`src/rtl/vpw_tx_pkg.sv`:
```
package vpw_tx_pkg;

  typedef enum logic [1:0] {
    ST_IDLE = 2'd0,
    ST_SOF  = 2'd1,
    ST_DATA = 2'd2,
    ST_EOD  = 2'd3
  } tx_state_t;

  // A symbol is long when its level and bit value agree:
  // active carries 1 as long, passive carries 0 as long.
  function automatic logic long_symbol(input logic active, input logic bit_val);
    return active ? bit_val : ~bit_val;
  endfunction

endpackage

```
`src/rtl/vpw_bus_sync.sv`:
```
module vpw_bus_sync #(
  parameter int STAGES = 2
) (
  input  logic clk,
  input  logic rst_n,
  input  logic din,
  output logic dout
);

  logic [STAGES-1:0] pipe_q;

  generate
    if (STAGES == 1) begin : g_one
      always_ff @(posedge clk or negedge rst_n) begin
        if (!rst_n) pipe_q <= '0;
        else        pipe_q <= din;
      end
    end else begin : g_many
      always_ff @(posedge clk or negedge rst_n) begin
        if (!rst_n) pipe_q <= '0;
        else        pipe_q <= {pipe_q[STAGES-2:0], din};
      end
    end
  endgenerate

  assign dout = pipe_q[STAGES-1];

endmodule

```
`src/rtl/vpw_symbol_timer.sv`:
```
module vpw_symbol_timer #(
  parameter int CNT_W = 9
) (
  input  logic             clk,
  input  logic             rst_n,
  input  logic             tick,
  input  logic             load,
  input  logic [CNT_W-1:0] target,
  output logic [CNT_W-1:0] count,
  output logic             expire
);

  logic [CNT_W-1:0] cnt_q;
  logic [CNT_W-1:0] cnt_d;
  logic             cnt_en;

  always_comb begin
    cnt_en = load | (tick & (cnt_q != {CNT_W{1'b1}}));
    cnt_d  = load ? '0 : cnt_q + CNT_W'(1);
  end

  always_ff @(posedge clk or negedge rst_n) begin
    if (!rst_n)      cnt_q <= '0;
    else if (cnt_en) cnt_q <= cnt_d;
  end

  assign count  = cnt_q;
  assign expire = tick & (cnt_q == target - CNT_W'(1));

endmodule

```
`src/rtl/vpw_byte_shifter.sv`:
```
module vpw_byte_shifter #(
  parameter int BYTE_W = 8
) (
  input  logic              clk,
  input  logic              rst_n,
  input  logic              load_first,
  input  logic              advance,
  input  logic [BYTE_W-1:0] byte_in,
  input  logic              last_in,
  output logic              cur_bit,
  output logic              frame_end,
  output logic              byte_take
);

  localparam int BCW = (BYTE_W > 1) ? $clog2(BYTE_W) : 1;
  localparam logic [BCW-1:0] BIT_TOP = BCW'(BYTE_W - 1);

  logic [BYTE_W-1:0] sh_q, sh_d;
  logic [BCW-1:0]    bc_q, bc_d;
  logic              last_q, last_d;
  logic              take_q, take_d;
  logic              at_top;
  logic              refill;

  always_comb begin
    at_top = (bc_q == BIT_TOP);
    refill = load_first | (advance & at_top & ~last_q);
    sh_d   = sh_q;
    bc_d   = bc_q;
    last_d = last_q;
    take_d = refill;
    if (refill) begin
      sh_d   = byte_in;
      bc_d   = '0;
      last_d = last_in;
    end else if (advance & ~at_top) begin
      sh_d = {sh_q[BYTE_W-2:0], 1'b0};
      bc_d = bc_q + BCW'(1);
    end
  end

  always_ff @(posedge clk or negedge rst_n) begin
    if (!rst_n) begin
      sh_q   <= '0;
      bc_q   <= '0;
      last_q <= 1'b0;
      take_q <= 1'b0;
    end else begin
      sh_q   <= sh_d;
      bc_q   <= bc_d;
      last_q <= last_d;
      take_q <= take_d;
    end
  end

  assign cur_bit   = sh_q[BYTE_W-1];
  assign frame_end = last_q & at_top;
  assign byte_take = take_q;

endmodule

```
`src/rtl/vpw_arb_tx.sv`:
```
module vpw_arb_tx #(
  parameter int BYTE_W      = 8,
  parameter int SHORT_US    = 64,
  parameter int LONG_US     = 128,
  parameter int SOF_US      = 200,
  parameter int EOD_US      = 200,
  parameter int ECHO_US     = 60,
  parameter int GRACE_US    = 16,
  parameter int SYNC_STAGES = 2
) (
  input  logic              clk,
  input  logic              rst_n,
  input  logic              tick_us,
  input  logic              start,
  input  logic [BYTE_W-1:0] tx_byte,
  input  logic              tx_last,
  output logic              byte_take,
  input  logic              bus_in,
  output logic              bus_drive,
  output logic              busy,
  output logic              done,
  output logic              lost,
  output logic              no_echo
);
  import vpw_tx_pkg::*;

  localparam int MAX_A  = (SOF_US > EOD_US) ? SOF_US : EOD_US;
  localparam int MAX_B  = (LONG_US > MAX_A) ? LONG_US : MAX_A;
  localparam int MAX_US = (ECHO_US > MAX_B) ? ECHO_US : MAX_B;
  localparam int TW     = $clog2(MAX_US + 1);

  // reset: asserted asynchronously, released on the clock
  logic [1:0] rsync_q;
  logic       rst_core_n;

  always_ff @(posedge clk or negedge rst_n) begin
    if (!rst_n) rsync_q <= '0;
    else        rsync_q <= {rsync_q[0], 1'b1};
  end
  assign rst_core_n = rsync_q[1];

  // bus read-back
  logic bus_s;

  vpw_bus_sync #(.STAGES(SYNC_STAGES)) u_sync (
    .clk  (clk),
    .rst_n(rst_core_n),
    .din  (bus_in),
    .dout (bus_s)
  );

  // state
  tx_state_t st_q, st_d;
  logic      act_q, act_d;
  logic      drv_q, drv_d;
  logic      echo_q, echo_d;
  logic      done_q, done_d;
  logic      lost_q, lost_d;
  logic      nech_q, nech_d;

  logic          tmr_load;
  logic [TW-1:0] tmr_target;
  logic [TW-1:0] tmr_count;
  logic          tmr_expire;
  logic          sh_first, sh_adv;
  logic          cur_bit, frame_end;

  vpw_symbol_timer #(.CNT_W(TW)) u_timer (
    .clk   (clk),
    .rst_n (rst_core_n),
    .tick  (tick_us),
    .load  (tmr_load),
    .target(tmr_target),
    .count (tmr_count),
    .expire(tmr_expire)
  );

  vpw_byte_shifter #(.BYTE_W(BYTE_W)) u_shift (
    .clk       (clk),
    .rst_n     (rst_core_n),
    .load_first(sh_first),
    .advance   (sh_adv),
    .byte_in   (tx_byte),
    .last_in   (tx_last),
    .cur_bit   (cur_bit),
    .frame_end (frame_end),
    .byte_take (byte_take)
  );

  // symbol duration for the current state
  always_comb begin
    unique case (st_q)
      ST_SOF:  tmr_target = TW'(SOF_US);
      ST_EOD:  tmr_target = TW'(EOD_US);
      ST_DATA: tmr_target = long_symbol(act_q, cur_bit) ? TW'(LONG_US) : TW'(SHORT_US);
      default: tmr_target = TW'(SHORT_US);
    endcase
  end

  // contention and echo monitors
  logic driving_active;
  logic echo_fail;
  logic clash;

  always_comb begin
    driving_active = (st_q == ST_SOF) | ((st_q == ST_DATA) & act_q);
    echo_fail      = driving_active & ~echo_q & ~bus_s & tick_us &
                     (tmr_count == TW'(ECHO_US - 1));
    clash          = (st_q == ST_DATA) & ~act_q & bus_s &
                     (tmr_count >= TW'(GRACE_US));
  end

  // next state
  always_comb begin
    st_d     = st_q;
    act_d    = act_q;
    drv_d    = drv_q;
    echo_d   = echo_q | bus_s;
    done_d   = done_q;
    lost_d   = lost_q;
    nech_d   = nech_q;
    tmr_load = 1'b0;
    sh_first = 1'b0;
    sh_adv   = 1'b0;
    unique case (st_q)
      ST_IDLE: begin
        if (start) begin
          st_d     = ST_SOF;
          drv_d    = 1'b1;
          echo_d   = 1'b0;
          done_d   = 1'b0;
          lost_d   = 1'b0;
          nech_d   = 1'b0;
          tmr_load = 1'b1;
          sh_first = 1'b1;
        end
      end
      ST_SOF: begin
        if (echo_fail) begin
          st_d   = ST_IDLE;
          drv_d  = 1'b0;
          nech_d = 1'b1;
        end else if (tmr_expire) begin
          st_d     = ST_DATA;
          act_d    = 1'b0;
          drv_d    = 1'b0;
          echo_d   = 1'b0;
          tmr_load = 1'b1;
        end
      end
      ST_DATA: begin
        if (echo_fail) begin
          st_d   = ST_IDLE;
          drv_d  = 1'b0;
          nech_d = 1'b1;
        end else if (clash) begin
          st_d   = ST_IDLE;
          drv_d  = 1'b0;
          lost_d = 1'b1;
        end else if (tmr_expire) begin
          tmr_load = 1'b1;
          echo_d   = 1'b0;
          if (frame_end) begin
            st_d  = ST_EOD;
            drv_d = 1'b0;
          end else begin
            sh_adv = 1'b1;
            act_d  = ~act_q;
            drv_d  = ~act_q;
          end
        end
      end
      ST_EOD: begin
        if (tmr_expire) begin
          st_d   = ST_IDLE;
          done_d = 1'b1;
        end
      end
      default: st_d = ST_IDLE;
    endcase
  end

  always_ff @(posedge clk or negedge rst_core_n) begin
    if (!rst_core_n) begin
      st_q   <= ST_IDLE;
      act_q  <= 1'b0;
      drv_q  <= 1'b0;
      echo_q <= 1'b0;
      done_q <= 1'b0;
      lost_q <= 1'b0;
      nech_q <= 1'b0;
    end else begin
      st_q   <= st_d;
      act_q  <= act_d;
      drv_q  <= drv_d;
      echo_q <= echo_d;
      done_q <= done_d;
      lost_q <= lost_d;
      nech_q <= nech_d;
    end
  end

  assign bus_drive = drv_q;
  assign busy      = (st_q != ST_IDLE);
  assign done      = done_q;
  assign lost      = lost_q;
  assign no_echo   = nech_q;

endmodule

```
`config.mk`:
```
export PLATFORM = sky130hd
export DESIGN_NAME = vpw_arb_tx
export DESIGN_NICKNAME = d
export VERILOG_FILES = /design/src/rtl/vpw_tx_pkg.sv /design/src/rtl/vpw_bus_sync.sv /design/src/rtl/vpw_symbol_timer.sv /design/src/rtl/vpw_byte_shifter.sv /design/src/rtl/vpw_arb_tx.sv
export SDC_FILE = /design/constraint.sdc
export NUM_CORES = 1
export LEC_CHECK = 0
export ABC_AREA = 1
export BUFFER_PORTS_ARGS = -buffer_cell sky130_fd_sc_hd__buf_2
export CAP_MARGIN = 10
export CORE_ASPECT_RATIO = 1.25
export CORE_MARGIN = 10
export CORE_UTILIZATION = 45
export DETAILED_ROUTE_END_ITERATION = 8
export PLACE_DENSITY = 0.67
export SYNTH_ARGS = -nofsm -noshare
export SYNTH_HDL_FRONTEND = slang
export SYNTH_SLANG_ARGS = --single-unit
```
`constraint.sdc`:
```
create_clock -name clk -period 2 [get_ports clk]
set_input_delay 0.2 -clock clk [delete_from_list [all_inputs] [get_ports clk]]
set_output_delay 0.2 -clock clk [all_outputs]
set_load 0.02 [all_outputs]
```
* After elaboration in Yosys (flattened, before gate mapping)
Cells that the tools add are included.
** Word-level totals
- Register bits after elaboration :: 33
- Input bits :: 14
- Output and inout port bits :: 6
- Word-level logic and storage cells :: 135
** Operators by class
- Add/subtract/negate cells :: 3
- Order comparisons :: 1
- Equality and inequality tests :: 20
- Multiplexer cells :: 57
- Bitwise operators :: 24
- Reductions and logical operators :: 16
** Operator list (count)
- $mux W1 :: 34
- $mux W8 :: 4
- $ne A2 B2 Y1 const B :: 9
- $mux W2 :: 8
- $pmux W8 S2 :: 1
- $and A1 B1 Y1 :: 14
- $reduce_bool A2 Y1 :: 6
- $pmux W1 S3 :: 3
- $add A8 B1 Y8 const B :: 1
- $eq A8 B6 Y1 const B :: 1
- $eq A8 B8 Y1 :: 1
- $ge A8 B5 Y1 const B :: 1
- $ne A4 B4 Y1 const B :: 2
- $ne A8 B8 Y1 const B :: 1
- $pmux W1 S2 :: 4
- $pmux W2 S4 :: 1
- $reduce_and A4 Y1 :: 2
- $sub A8 B1 Y8 const B :: 1
- $reduce_and A7 Y1 :: 1
- $mux W3 :: 2
- $not A1 Y1 :: 6
- $reduce_and A3 Y1 :: 2
- $reduce_and A5 Y1 :: 1
- $eq A2 B2 Y1 const B :: 2
- 9 further kinds :: 13

* Depth between registers and ports, before layout
- Word-level depth :: 15
- Mapped depth :: 15
- Depth with buffers taken out :: 14

* Modules after synthesis
A second synthesis with hierarchy kept.
** Second synthesis, totals
- Cell total of the unflattened synthesis :: 343
- Area, all modules :: 2358.5 µm²
** Modules (own cells, without submodules)
- vpw_symbol_timer :: instances 1, cells each 140, area each 809.5 µm², seq. area each 200.2 µm²
- vpw_arb_tx :: instances 1, cells each 111, area each 752.0 µm², seq. area each 250.2 µm²
- vpw_byte_shifter :: instances 1, cells each 90, area each 747.0 µm², seq. area each 325.3 µm²
- vpw_bus_sync :: instances 1, cells each 2, area each 50.0 µm², seq. area each 50.0 µm²

* Least setup slack after synthesis
Ideal clock, no wire load.
- Kind :: register to register
- From :: register st_q[0]
- To :: register u_shift.sh_q[1]
- Setup time :: 0.113 ns
- Arrival time :: 1.715 ns
- Required time :: 1.887 ns
- Path slack :: 0.172 ns
- Cell stages (with the launch flop) :: 15
- Buffers on the path :: 1
- Period minus slack after synthesis :: 1.828 ns
- Cells stage by stage :: dfrtp_1 -> inv_1 -> ha_1 -> nand2_1 -> nor2_1 -> nand2_1 -> nand2_1 -> nor2_1 -> nand2_2 -> nor2_4 -> nor2_2 -> buf_6 -> nand2_2 -> nand2_1 -> inv_1
** Between the ends
- Longest elaborated chain between the ends :: 14
- Elaborated cells on any way between the ends :: 29
- Those cells by class :: add/sub (1); eq/ne (4); mux (7); bitwise (14); reduce/logical (3)
** Ends and longest elaborated chain
- start: declaration :: RTL line vpw_arb_tx.sv:53 : tx_state_t st_q, st_d;
- start signal: assignment :: RTL line vpw_arb_tx.sv:193 : st_q <= st_d;
- $eq A2 B1 Y1 / $eq A2 B2 Y1 (equally long branches) :: RTL line vpw_arb_tx.sv:92, vpw_arb_tx.sv:106
- $reduce_or A2 Y1 (no line)
- $pmux W8 S2 :: RTL line vpw_arb_tx.sv:92 : unique case (st_q)
- $sub A8 B1 Y8 :: RTL line vpw_symbol_timer.sv:28 : assign expire = tick & (cnt_q == target - CNT_W'(1));
- $eq A8 B8 Y1 :: RTL line vpw_symbol_timer.sv:28
- $and A1 B1 Y1 :: RTL line vpw_symbol_timer.sv:28
- $mux W1 :: RTL line vpw_arb_tx.sv:160 : end else if (tmr_expire) begin
- $mux W1 :: RTL line vpw_arb_tx.sv:156 : end else if (clash) begin
- $mux W1 :: RTL line vpw_arb_tx.sv:152 : if (echo_fail) begin
- $mux W1 :: RTL line vpw_arb_tx.sv:125 : unique case (st_q)
- $and A1 B1 Y1 (2 in a row) :: RTL line vpw_byte_shifter.sv:27 : refill = load_first | (advance & at_top & ~last_q);
- $or A1 B1 Y1 :: RTL line vpw_byte_shifter.sv:27
- $mux W8 / $reduce_bool A2 Y1 (equally long branches)
- end signal: assignment :: RTL line vpw_byte_shifter.sv:44 : sh_q <= '0;
- end signal: assignment :: RTL line vpw_byte_shifter.sv:49 : sh_q <= sh_d;
- end: declaration :: RTL line vpw_byte_shifter.sv:18 : logic [BYTE_W-1:0] sh_q, sh_d;
Parallel ways exist; a longest one is shown, timed or not.
A chain may end at the register's enable or synchronous reset.

* Worst setup path in the final report
- From :: register st_q[1]
- To :: register u_timer.cnt_q[7] (netlist: u_timer.count[7])
** Between the ends
- Longest elaborated chain between the ends :: 11
- Elaborated cells on any way between the ends :: 25
- Those cells by class :: add/sub (1); eq/ne (4); mux (7); bitwise (11); reduce/logical (2)
** Ends and longest elaborated chain
- $eq A2 B1 Y1 / $eq A2 B2 Y1 (equally long branches) :: RTL line vpw_arb_tx.sv:92, vpw_arb_tx.sv:106, vpw_arb_tx.sv:125
- $reduce_or A2 Y1 (no line)
- $pmux W8 S2 :: RTL line vpw_arb_tx.sv:92
- $sub A8 B1 Y8 :: RTL line vpw_symbol_timer.sv:28
- $eq A8 B8 Y1 :: RTL line vpw_symbol_timer.sv:28
- $and A1 B1 Y1 :: RTL line vpw_symbol_timer.sv:28
- $mux W1 :: RTL line vpw_arb_tx.sv:143, vpw_arb_tx.sv:160
- $mux W1 :: RTL line vpw_arb_tx.sv:156
- $mux W1 :: RTL line vpw_arb_tx.sv:152
- $pmux W1 S3 * :: RTL line vpw_arb_tx.sv:125
- $mux W8 / $or A1 B1 Y1 (equally long branches) :: RTL line vpw_symbol_timer.sv:19, vpw_symbol_timer.sv:18
- end signal: assignment :: RTL line vpw_symbol_timer.sv:24 : else if (cnt_en) cnt_q <= cnt_d;
- end: declaration :: RTL line vpw_symbol_timer.sv:13 : logic [CNT_W-1:0] cnt_q;
Mark *: on every way between the ends. The rest lies on a longest branch, timed or not.

==> run summary <==
run status: finished clean
Comb power frac: 50.8%
Synth Cell Area: 2000 sq um
DR vias: 1791
CTS Buf Count: 5
sequential cell area: 827 sq um
Reg power frac: 32.1%
leakage power: 1.37 nW
vias per cell: 4.69
IO Pins: 20
final hold violations: 0
clock sink count: 33
Clock Skew: 0.00413 ns
Initial Utilization: 45.8%
DR WL/cell: 11.4 um
antenna cells: 0
CP Launch Type: flop
# DRC: 0
RSZ-0062 raised after global routing: yes
total power: 2.97 mW
initial antenna violation count: 0
Clock Power Share: 17.1%
worst hold path class: in -> reg
Port Buffers: 19
ANT nets after route: 0
maximum number of pins on one net before global-route repair: 32
average cell area after synthesis: 7.23 sq um
Synth Warn #: 0
worst setup margin: 0.0396 ns
maximum fanout along the worst path: 8
most common cell after layout, fill and taps aside: nand2_1
Starting DRT DRC Count: 56
Yosys reg bits: 33
fin cells: 382
Psw: 1.22 mW
die width: 79.6 um
Util after Layout: 58.3%
area of the multi-input gates: 1060 sq um
placed cells: 365
CP Class: reg -> reg
peak supply drop: 0.667 mV
fillcell total: 408
global router's overall resource usage: 12.3%
area delta synth->final: 27.4%
H-tree level count: 2
Core Rows: 27
DIE AREA: 7520 sq um
vias in the first global route: 1746
Fmax: 510 MHz
WP data arrival: 2.12 ns
Fin Setup TNS: 0 ns
pwr dens: 1170 nW/um^2
Internal Power: 1.75 mW
crit end category: flop
Die Y: 94.5 um
HPWL Detailed: 3220 um
share of layout cells above drive strength 1: 28.4%
Placeable Area: 4360 sq um
Worst-Skew Late Latency: 0.28 ns
GPL Wtd Cong: 0.889
sequential area share after synthesis: 41.4%
fin crit share: 98.0%
most frequent cells in the layout: nand2_1 (76), inv_1 (46), dfrtp_1 (32)
clk slew on worst S/H paths: 0.07 ns
clock buffer depth: 2
Yosys cell types: 26
Synth Instances: 276
Post-layout nets: 347
Mapped Nets: 299
root buffer cell: clkbuf_8
Critical Path RT: 2.16 ns
fin. max-slew vios: 0
drt first pass iters: 4
CTS tree: built
worst slack, placed: -0.0278 ns
first-pass GRT wire length: 7600 um
Final Critical Period: 1.96 ns
sw frac: 41.1%
Max-Cap Viols: 0
final setup fails: 0
Routed Wire Length: 4350 um
gr ovfl total: 0
stage by stage:
stage / cell area, sq um / hold WS [ns]
finish: 2540 / 0.0247
global placement: 2270 / -0.0135
global route: 2540 / 0.0142
floorplan: 2000 / -0.0956
detailed placement: 2270 / -0.0129
CTS: 2380 / 0.0122
sequential cells by signal, indices dropped and copies added, names as in the netlist:
name and cells:
u_shift.sh_q 8, u_timer.count 8, u_shift.bc_q 3, rsync_q 2, st_q 2, u_sync.pipe_q 2, act_q 1, bus_drive 1
done 1, echo_q 1, lost 1, no_echo 1, u_shift.byte_take 1, u_shift.last_q 1
cell type report:
cell class / instances / area share (%)
flip-flops and latches: 33 / 32.5
clock inverters: 1 / 0.295
multi-input cells: 189 / 41.6
repair buffers: 43 / 11.7
clock buffers: 6 / 3.25
inverters: 52 / 7.78
well taps: 58 / 2.85
power groups by stage:
stage | clock network (mW) | registers, mW | logic [mW]
after detailed placement | 0 | 0.950 | 1.30
after global placement | 0 | 0.943 | 1.29
after CTS | 0.534 | 0.938 | 1.32
after floorplan | 0 | 0.971 | 0.902
after global routing | 0.555 | 0.968 | 1.74
final | 0.506 | 0.951 | 1.51
path summary, 6_finish.rpt:
kind	endpoint	start	slack, ns	cells after the start
max	u_timer.count[7]$_DFFE_PN0P_	st_q[1]$_DFFE_PN0P_	0.04	11
min	u_sync.pipe_q[0]$_DFF_PN0_	bus_in	0.02	1
max reg2reg	u_timer.count[7]$_DFFE_PN0P_	st_q[1]$_DFFE_PN0P_	0.04	11
min reg2reg	u_sync.pipe_q[0]$_DFF_PN0_	rsync_q[1]$_DFF_PN0_	0.26	1
max in group asynchronous	st_q[0]$_DFFE_PN0P_	rsync_q[1]$_DFF_PN0_	1.43	1
min in group asynchronous	rsync_q[0]$_DFF_PN0_	rst_n	0.22	2
cell usage after synthesis:
library cell	number	area share, %
nand2_1	83	16
inv_1	51	9.6
dfrtp_1	33	41
nand3_1	24	6.0
nor2_1	24	4.5
o21ai_0	15	3.8
ha_1	9	5.6
nand2_2	9	2.8
a21oi_1	4	1.0
xor2_1	4	1.8
nor2_2	3	0.94
nand4_1	2	0.63
nor2_4	2	1.1
a21oi_2	1	0.44
a21oi_4	1	0.82
and2_1	1	0.31
buf_6	1	0.56
clkbuf_1	1	0.19
conb_1	1	0.19
inv_2	1	0.19
nand3_4	1	0.88
nand3b_1	1	0.38
nor3_1	1	0.25
o21ai_1	1	0.25
o21ai_2	1	0.44
o22ai_1	1	0.31
cells by family (layout without fill, tap and decap cells):
group | after synthesis | in the layout | synth area share, %
AND/OR/NAND/NOR | 151 | 151 | 33.5
buffers and inverters | 54 | 102 | 10.5
flip-flops | 33 | 33 | 41.4
AO/OA/AOI/OAI | 24 | 24 | 7.02
adder cells (fa/ha/maj) | 9 | 9 | 5.64
XOR/XNOR | 4 | 4 | 1.76
other | 1 | 1 | 0.188
worst max-delay path, cell delays in order, from the launching register on:
cell     delay [ns]
dfrtp_1        0.43
buf_4          0.16
ha_4           0.17
nand2_1        0.06
nand2_1        0.05
nand3_1        0.11
nor2_4         0.06
buf_4          0.14
a21oi_2        0.21
nand2_2        0.10
a21oi_4        0.26
nor2_1         0.09
per-layer routing:
metal | track usage [%] | up-vias | wire length [um]
li1 | - | 931 | -
met1 | 13.8 | 828 | 1820
met2 | 21.3 | 24 | 2340
met3 | 2.47 | 8 | 101
met4 | 6.74 | 0 | 93
met5 | 0 | - | 0
what timing repair did:
item / in CTS / in global routing
hold buffers: 1 / 0
pin swaps: 1 / 15
setup buffers: 2 / 8
endpoints found under the setup margin: 14 / 22
gates resized for setup: 2 / 31
hold endpoints to repair: 2 / 0
Note: power is estimated with default switching activity, not from simulation.
